[config.mk]
export PLATFORM = sky130hd
export DESIGN_NAME = elapsed_time_accum
export DESIGN_NICKNAME = d
export VERILOG_FILES = /design/src/rtl/eta_pkg.sv /design/src/rtl/eta_rst_sync.sv /design/src/rtl/eta_fall_det.sv /design/src/rtl/eta_counter.sv /design/src/rtl/eta_regs.sv /design/src/rtl/elapsed_time_accum.sv
export SDC_FILE = /design/constraint.sdc
export NUM_CORES = 1
export LEC_CHECK = 0
export BUFFER_PORTS_ARGS = -buffer_cell sky130_fd_sc_hd__buf_2
export CAP_MARGIN = 20
export CORE_ASPECT_RATIO = 0.9
export CORE_MARGIN = 2
export CORE_UTILIZATION = 41
export CTS_BUF_LIST = sky130_fd_sc_hd__clkbuf_4
export DETAILED_ROUTE_END_ITERATION = 16
export GPL_ROUTABILITY_DRIVEN = 1
export PLACE_DENSITY = 0.61
export SETUP_SLACK_MARGIN = 0.1
export SYNTH_ARGS = -nofsm -noshare
export SYNTH_HDL_FRONTEND = slang
export SYNTH_SLANG_ARGS = --single-unit
[constraint.sdc]
create_clock -name clk -period 3.1 [get_ports clk]
set_input_delay 0.155 -clock clk [delete_from_list [all_inputs] [get_ports clk]]
set_output_delay 0.155 -clock clk [all_outputs]
set_load 0.01 [all_outputs]
[src/rtl/eta_pkg.sv]
package eta_pkg;
  localparam int ADDR_W = 2;
  typedef enum logic [ADDR_W-1:0] {
    REG_COUNT  = 2'd0,
    REG_THRESH = 2'd1,
    REG_SHADOW = 2'd2,
    REG_STATUS = 2'd3
  } eta_reg_e;
endpackage

[src/rtl/eta_rst_sync.sv]
module eta_rst_sync #(
  parameter int STAGES = 2
) (
  input  logic clk,
  input  logic arst_n,
  output logic rst_n_o
);
  logic [STAGES-1:0] pipe_q;

  always_ff @(posedge clk or negedge arst_n) begin
    if (!arst_n) pipe_q <= '0;
    else         pipe_q <= {pipe_q[STAGES-2:0], 1'b1};
  end

  assign rst_n_o = pipe_q[STAGES-1];
endmodule

[src/rtl/eta_fall_det.sv]
module eta_fall_det (
  input  logic clk,
  input  logic rst_n,
  input  logic level_i,
  output logic fall_o
);
  logic level_q;

  always_ff @(posedge clk or negedge rst_n) begin
    if (!rst_n) level_q <= 1'b0;
    else        level_q <= level_i;
  end

  assign fall_o = level_q & ~level_i;
endmodule

[src/rtl/eta_counter.sv]
module eta_counter #(
  parameter int CNT_W = 32
) (
  input  logic             clk,
  input  logic             rst_n,
  input  logic             cold_rst_n,
  input  logic             active_i,
  input  logic             tick_en,
  input  logic             fall_i,
  input  logic             wr_i,
  input  logic [CNT_W-1:0] wdata_i,
  output logic [CNT_W-1:0] cnt_o,
  output logic [CNT_W-1:0] shadow_o,
  output logic             load_o
);
  localparam logic [CNT_W-1:0] CNT_MAX = {CNT_W{1'b1}};
  localparam logic [CNT_W-1:0] CNT_ONE = {{(CNT_W-1){1'b0}}, 1'b1};

  logic [CNT_W-1:0] cnt_q, cnt_d;
  logic [CNT_W-1:0] shd_q, shd_d;
  logic             load_q;
  logic             wr_ok;
  logic             inc_en;
  logic             cnt_en, shd_en;

  assign wr_ok  = wr_i & ~active_i;
  assign inc_en = active_i & tick_en & (cnt_q != CNT_MAX);

  always_comb begin
    cnt_d  = cnt_q;
    shd_d  = shd_q;
    cnt_en = 1'b0;
    shd_en = 1'b0;
    if (load_q) begin
      cnt_d  = shd_q;
      cnt_en = 1'b1;
    end else if (wr_ok) begin
      cnt_d  = wdata_i;
      shd_d  = wdata_i;
      cnt_en = 1'b1;
      shd_en = 1'b1;
    end else begin
      if (fall_i) begin
        shd_d  = cnt_q;
        shd_en = 1'b1;
      end
      if (inc_en) begin
        cnt_d  = cnt_q + CNT_ONE;
        cnt_en = 1'b1;
      end
    end
  end

  always_ff @(posedge clk or negedge rst_n) begin
    if (!rst_n)      cnt_q <= '0;
    else if (cnt_en) cnt_q <= cnt_d;
  end

  always_ff @(posedge clk or negedge rst_n) begin
    if (!rst_n) load_q <= 1'b1;
    else        load_q <= 1'b0;
  end

  always_ff @(posedge clk or negedge cold_rst_n) begin
    if (!cold_rst_n) shd_q <= '0;
    else if (shd_en) shd_q <= shd_d;
  end

  assign cnt_o    = cnt_q;
  assign shadow_o = shd_q;
  assign load_o   = load_q;
endmodule

[src/rtl/eta_regs.sv]
module eta_regs
  import eta_pkg::*;
#(
  parameter int CNT_W = 32
) (
  input  logic              clk,
  input  logic              rst_n,
  input  logic              we_i,
  input  logic [ADDR_W-1:0] addr_i,
  input  logic [CNT_W-1:0]  wdata_i,
  input  logic [CNT_W-1:0]  cnt_i,
  input  logic [CNT_W-1:0]  shadow_i,
  output logic [CNT_W-1:0]  thr_o,
  output logic              alarm_o,
  output logic [CNT_W-1:0]  rdata_o
);
  logic [CNT_W-1:0] thr_q;
  logic             thr_en;

  assign thr_en = we_i & (addr_i == REG_THRESH);

  always_ff @(posedge clk or negedge rst_n) begin
    if (!rst_n)      thr_q <= '0;
    else if (thr_en) thr_q <= wdata_i;
  end

  assign alarm_o = (thr_q != '0) && (cnt_i >= thr_q);

  always_comb begin
    unique case (addr_i)
      REG_COUNT:  rdata_o = cnt_i;
      REG_THRESH: rdata_o = thr_q;
      REG_SHADOW: rdata_o = shadow_i;
      default:    rdata_o = {{(CNT_W-1){1'b0}}, alarm_o};
    endcase
  end

  assign thr_o = thr_q;
endmodule

[src/rtl/elapsed_time_accum.sv]
module elapsed_time_accum
  import eta_pkg::*;
#(
  parameter int CNT_W     = 32,
  parameter int SYNC_STGS = 2
) (
  input  logic              clk,
  input  logic              por_n,
  input  logic              rst_n,
  input  logic              tick_en,
  input  logic              active_i,
  input  logic              bus_we,
  input  logic [ADDR_W-1:0] bus_addr,
  input  logic [CNT_W-1:0]  bus_wdata,
  output logic [CNT_W-1:0]  bus_rdata,
  output logic              alarm_o
);
  logic             cold_rst_s;
  logic             sys_rst_s;
  logic             fall_w;
  logic             wr_cnt_w;
  logic             load_w;
  logic [CNT_W-1:0] cnt_w;
  logic [CNT_W-1:0] shadow_w;
  logic [CNT_W-1:0] thr_w;

  eta_rst_sync #(.STAGES(SYNC_STGS)) u_cold_sync (
    .clk(clk), .arst_n(por_n), .rst_n_o(cold_rst_s)
  );

  eta_rst_sync #(.STAGES(SYNC_STGS)) u_sys_sync (
    .clk(clk), .arst_n(por_n & rst_n), .rst_n_o(sys_rst_s)
  );

  eta_fall_det u_fall (
    .clk(clk), .rst_n(sys_rst_s), .level_i(active_i), .fall_o(fall_w)
  );

  assign wr_cnt_w = bus_we & (bus_addr == REG_COUNT);

  eta_counter #(.CNT_W(CNT_W)) u_cnt (
    .clk(clk), .rst_n(sys_rst_s), .cold_rst_n(cold_rst_s),
    .active_i(active_i), .tick_en(tick_en), .fall_i(fall_w),
    .wr_i(wr_cnt_w), .wdata_i(bus_wdata),
    .cnt_o(cnt_w), .shadow_o(shadow_w), .load_o(load_w)
  );

  eta_regs #(.CNT_W(CNT_W)) u_regs (
    .clk(clk), .rst_n(sys_rst_s), .we_i(bus_we), .addr_i(bus_addr),
    .wdata_i(bus_wdata), .cnt_i(cnt_w), .shadow_i(shadow_w),
    .thr_o(thr_w), .alarm_o(alarm_o), .rdata_o(bus_rdata)
  );
endmodule

* After elaboration in Yosys (flattened, before gate mapping)
Cells that the tools add are included.
W data, S select, Z words.
** Cells by class
- Reductions and logical operators :: 7
- Order comparisons :: 1
- Add/sub/neg operators :: 1
- Mux-type cells :: 12
- Bitwise gates (word level) :: 9
- Equal/unequal tests :: 3
** Operators with widths (number)
- $mux W32 :: 5
- $pmux W32 S3 :: 1
- $add A32 B1 Y32 const B :: 1
- $ge A32 B32 Y1 :: 1
- $ne A32 B32 Y1 const B :: 1
- $reduce_bool A32 Y1 :: 1
- $and A1 B1 Y1 :: 7
- $mux W1 :: 6
- $reduce_and A3 Y1 :: 1
- $reduce_bool A3 Y1 :: 1
- $eq A2 B1 Y1 const B :: 1
- $eq A2 B2 Y1 const B :: 1
- $logic_not A2 Y1 :: 1
- $not A1 Y1 :: 2
- $reduce_and A2 Y1 :: 1
- $reduce_bool A2 Y1 :: 1
- $logic_and A1 B1 Y1 :: 1
** Storage, ports and cells
- Flip-flop bits (word level) :: 102
- Word-level logic and storage cells :: 40

* Logic depth before layout (Yosys ltp)
- Word-level depth :: 6
- Mapped depth :: 9
- Mapped depth without buffers :: 8

* Cells and area by module
Synthesis repeated with hierarchy kept, for this count alone.
** Unflattened totals
- Cell total of the unflattened synthesis :: 784
- Area total of the unflattened synthesis :: 7033.0 sq um
** By module, submodules not included
- eta_counter :: cells an instance 504, times used 1, area an instance 4201.5 sq um
- eta_regs :: cells an instance 270, times used 1, area an instance 2666.3 sq um
- eta_rst_sync :: cells an instance 3, times used 2, area an instance 53.8 sq um
- eta_fall_det :: cells an instance 2, times used 1, area an instance 38.8 sq um
- elapsed_time_accum :: cells an instance 2, times used 1, area an instance 18.8 sq um

* Least setup slack after synthesis
No wires, ideal clock.
- Kind :: register to output
- Start :: register u_cnt.cnt_q[0], in the netlist u_cnt.cnt_o[0]
- End :: output bus_rdata[0]
- Cell stages (with the launch flop) :: 9
- Slack :: 0.523 ns
- Data arrival time :: 2.422 ns
- Cells stage by stage :: dfrtp_1 -> inv_1 -> ha_1 -> nand2b_1 -> a2111oi_0 -> nor4_1 -> o311a_1 -> o31a_1 -> mux4_2
** On the way
- Cells in the longest elaborated chain, start to end :: 3
** Ends and longest elaborated chain
- start, declared :: RTL line eta_counter.sv:19 : logic [CNT_W-1:0] cnt_q, cnt_d;
- start signal, assigned :: RTL line eta_counter.sv:56 : else if (cnt_en) cnt_q <= cnt_d;
- $ge A32 B32 Y1 :: RTL line eta_regs.sv:27 : assign alarm_o = (thr_q != '0) && (cnt_i >= thr_q);
- $logic_and A1 B1 Y1 :: RTL line eta_regs.sv:27
- named net alarm_o :: RTL line elapsed_time_accum.sv:16 : output logic alarm_o
- $pmux W32 S3 :: RTL line eta_regs.sv:30 : unique case (addr_i)
- end, declared :: RTL line elapsed_time_accum.sv:15 : output logic [CNT_W-1:0] bus_rdata,
The timed path passes the listed nets, and every way through them passes these cells.

* Worst setup path after layout
- Start :: register u_regs.thr_q[0], in the netlist u_regs.thr_o[0]
- End :: output bus_rdata[0]
** On the way
- Cells in the longest elaborated chain, start to end :: 3
** Ends and longest elaborated chain
- start, declared :: RTL line eta_regs.sv:17 : logic [CNT_W-1:0] thr_q;
- start signal, assigned :: RTL line eta_regs.sv:24 : else if (thr_en) thr_q <= wdata_i;
- $ge A32 B32 Y1 or $reduce_bool A32 Y1 (tied branches) :: RTL line eta_regs.sv:27
- $logic_and A1 B1 Y1 :: RTL line eta_regs.sv:27
- $pmux W32 S3 * :: RTL line eta_regs.sv:30
Mark *: on every way between the ends. The rest lies on a longest branch, timed or not.

==> flow_metrics.env <==
export IMPL_status="finished with violations"
export IMPL_violations="negative setup slack"
export IMPL_die_h_um=125
export IMPL_ctsLongestPathBuffers=2
export IMPL_async_flop_share_pct=100
export IMPL_met1Wirelength_mm=10.1
export IMPL_cp_max_fo=2
export IMPL_pin_count=73
export IMPL_rsz0062_at_grt="yes"
export IMPL_vias_per_cell=5.76
export IMPL_firstDrtPassIters=5
export IMPL_place_congestion=0.891
export IMPL_yosys_register_bits=102
export IMPL_synth_seq_area_share_pct=38.0
export IMPL_dieWidth_um=139
export IMPL_synth_commonest_cells="nand2_1 (131), dfrtp_1 (101), o21ai_0 (68)"
export IMPL_track_usage_pct=24.2
export IMPL_critPathCaptureType="output pin"
export IMPL_hpwl_mm=13.7
export IMPL_relSlewSlack_pct=31.3
export IMPL_dr_max_layer_used="met4"
export IMPL_placed_cells=1037
export IMPL_drt_initial_drc_count=574
export IMPL_cts_sinks=102
export IMPL_worstSetupPathType="flip-flop to output pin"
export IMPL_hold_class="primary input to asynchronous set/reset pin"
export IMPL_fin_crit_sh_pct=101
export IMPL_port_buffers=72
export IMPL_core_um2=16100
export IMPL_met3_length_mm=1.30
export IMPL_worst_slew_pin_slew_ns=1.03
export IMPL_syn_area_um2=6720
export IMPL_grt_pass1_vias=5905
export IMPL_syn_inst=796
export IMPL_cts_tree="built"
export IMPL_postSynthAreaPerCell_um2=8.44
export IMPL_synth_area_leaders="dfrtp_1 (38%), nand2_1 (7.3%), ha_1 (6.1%), mux2_2 (5.4%), o21ai_0 (5.1%)"
export IMPL_clkTransAtPathRegs_ns=0.15
export IMPL_start_util_pct=41.8
export IMPL_layout_drive_gt1_share_pct=21.2
export IMPL_slew_viol_final=0
export IMPL_fmax_ghz=0.320
export IMPL_ys_types=63
export IMPL_reg2reg_slack_ns=0.26
export IMPL_p_leak_nw=3.50
export IMPL_clkLatencyLatePin_ns=0.51
export IMPL_hold_violations=0
export IMPL_grt_max_degree=70
export IMPL_worstPathRequired_ns=2.94
export IMPL_worstSetupStartpoint="u_regs.thr_o[0]$_DFFE_PN0P_"
export IMPL_yosys_area_top_type="dfrtp_1"
export IMPL_drc_errors=0
export IMPL_setup_ws_ns=-0.0251
export IMPL_h_tree_depth=3
export IMPL_finClkSkew_ns=0.0304
export IMPL_fin_cells=1105
export IMPL_power_density_nw_per_um2=548
export IMPL_start_kind="flip-flop"
export IMPL_worstPathArrival_ns=2.97
export IMPL_antenna_found_initial=1
export IMPL_overflow=0
export IMPL_crit_end="bus_rdata[0]"
export IMPL_synth_edff_count=0
export IMPL_power_mw=4.35
export IMPL_maxCapViolCount=0
export IMPL_nets=964
export IMPL_holdWs_ns=0.0680
export IMPL_cts_root_buf="clkbuf_4"
export IMPL_drt_wl_total_mm=21.1
export IMPL_seqCellArea_um2=2570
export IMPL_yosys_area_top_type_share_pct=37.6
export IMPL_r2r_cells=8
export IMPL_post_route_min_period_ns=3.13
export IMPL_ys_flop_type="dfrtp_1"
export IMPL_nFillCells=1608
export IMPL_numCtsBuffers=9
export IMPL_area_growth_pct=17.9
export IMPL_yosysWarnings=0
export IMPL_r2r_start="u_cnt.cnt_o[0]$_DFFE_PN0P_"
export IMPL_die_area_um2=17400
export IMPL_r2r_end="u_cnt.cnt_o[12]$_DFFE_PN0P_"
export IMPL_peakVddDrop_mv=0.256
export IMPL_row_count=44
export IMPL_setup_viol=1
export IMPL_yosysMostFrequentCell="nand2_1"
export IMPL_ant_nets=0
export IMPL_num_vias=6364
export IMPL_multi_input_area_um2=3850
export IMPL_wl_met2_mm=9.42
export IMPL_grt_pass1_wl_mm=33.5
export IMPL_post_drt_wl_per_cell_um=19.1
-- power by group --
group          internal (mW)  total (mW)  switching [mW]
clock                  0.183       0.652           0.469
combinational          0.791        1.66           0.867
sequential              1.63        2.04           0.408
-- metal layers --
metal	GRT usage, %	vias up
li1	-	3050
met1	35.9	3066
met2	36.8	228
met3	3.98	20
met4	6.24	0
met5	0	-
-- what timing repair did --
| action | in CTS | in global routing |
|---|---|---|
| buffers inserted | 4 | 10 |
| hold endpoints to repair | 69 | 0 |
| pin swaps | 5 | 4 |
| gates cloned | 0 | 0 |
| endpoints found under the setup margin | 1 | 2 |
| gates resized for setup | 9 | 12 |
| hold buffers | 36 | 0 |
-- how the worst min path moves through the flow --
stage	to	slack, ns	cells after the start
2_1_floorplan	u_cold_sync.pipe_q[0]$_DFF_PN0_	-0.14	0
3_5_place_dp	u_cold_sync.pipe_q[0]$_DFF_PN0_	-0.05	1
4_1_cts	u_sys_sync.pipe_q[1]$_DFF_PN0_	0.03	3
5_1_grt	u_sys_sync.pipe_q[1]$_DFF_PN0_	0.07	3
3_3_place_gp	u_cold_sync.pipe_q[0]$_DFF_PN0_	-0.05	1
6_report	u_sys_sync.pipe_q[1]$_DFF_PN0_	0.07	3
-- critical path, cell delays in order (launching register included) --
cell and delay, ns:
dfrtp_1 0.42, ha_1 0.30, nand2b_4 0.15, a2111oi_4 0.31, nor4_2 0.08, o311a_1 0.31
o31a_1 0.28, mux4_2 0.49, buf_6 0.14
-- final cells by class --
type	instances	share of cell area, %
inverter	42	1.99
clock inverter	4	0.189
multi-input combinational	598	48.6
tap	207	3.27
sequential	102	32.4
clock buffer	12	1.14
timing repair buffer	138	12.3
antenna	2	0.0631
-- placed cells by master (no fill, tap or decap), drive strengths merged, types with 4 or more instances in the layout --
| cell | count |
|---|---|
| xor2 | 5 |
| nand3 | 18 |
| clkinv | 4 |
| buf | 102 |
| o211ai | 6 |
| ha | 33 |
| nor2 | 53 |
| a21oi | 67 |
| dfrtp | 101 |
| dlygate4sd3 | 36 |
| or4 | 4 |
| inv | 42 |
| o21ai | 69 |
| nand4 | 20 |
| nand2b | 9 |
| mux2 | 32 |
| nand2 | 131 |
| clkbuf | 12 |
| nor4 | 14 |
| o22ai | 7 |
| a32o | 5 |
| mux2i | 31 |
| nor3 | 4 |
| and3 | 4 |
| and4 | 4 |
| a31oi | 33 |
-- registers in the layout (all words and copies together), names as in the netlist --
register / cells
u_cold_sync.pipe_q: 2
u_fall.level_q: 1
u_cnt.shadow_o: 32
u_regs.thr_o: 32
u_sys_sync.pipe_q: 2
u_cnt.cnt_o: 32
u_cnt.load_o: 1
-- cells by family (layout without fill, tap and decap cells) --
logic type	Yosys count	after routing	share of synthesized area, %
flip-flops	102	102	38.0
AND/OR/NAND/NOR	272	272	18.7
adder cells (fa/ha/maj)	33	33	6.14
other	2	5	0.112
AO/OA/AOI/OAI	218	218	19.8
XOR/XNOR	8	8	1.04
multiplexers	64	64	10.3
buffers and inverters	97	196	5.86
-- stage by stage --
stage                     setup slack, ns  utilization, %  setup TNS, ns  area [um^2]
final                             -0.0251            49.3        -0.0251         7930
after global placement              0.306            45.3              0         7280
after global routing               -0.152            49.3         -0.152         7930
after floorplan                     0.523               -              0         6720
after CTS                         -0.0242            48.6        -0.0242         7810
after detailed placement            0.298            45.3              0         7280
No activity file was read; power rests on OpenSTA's default activity.
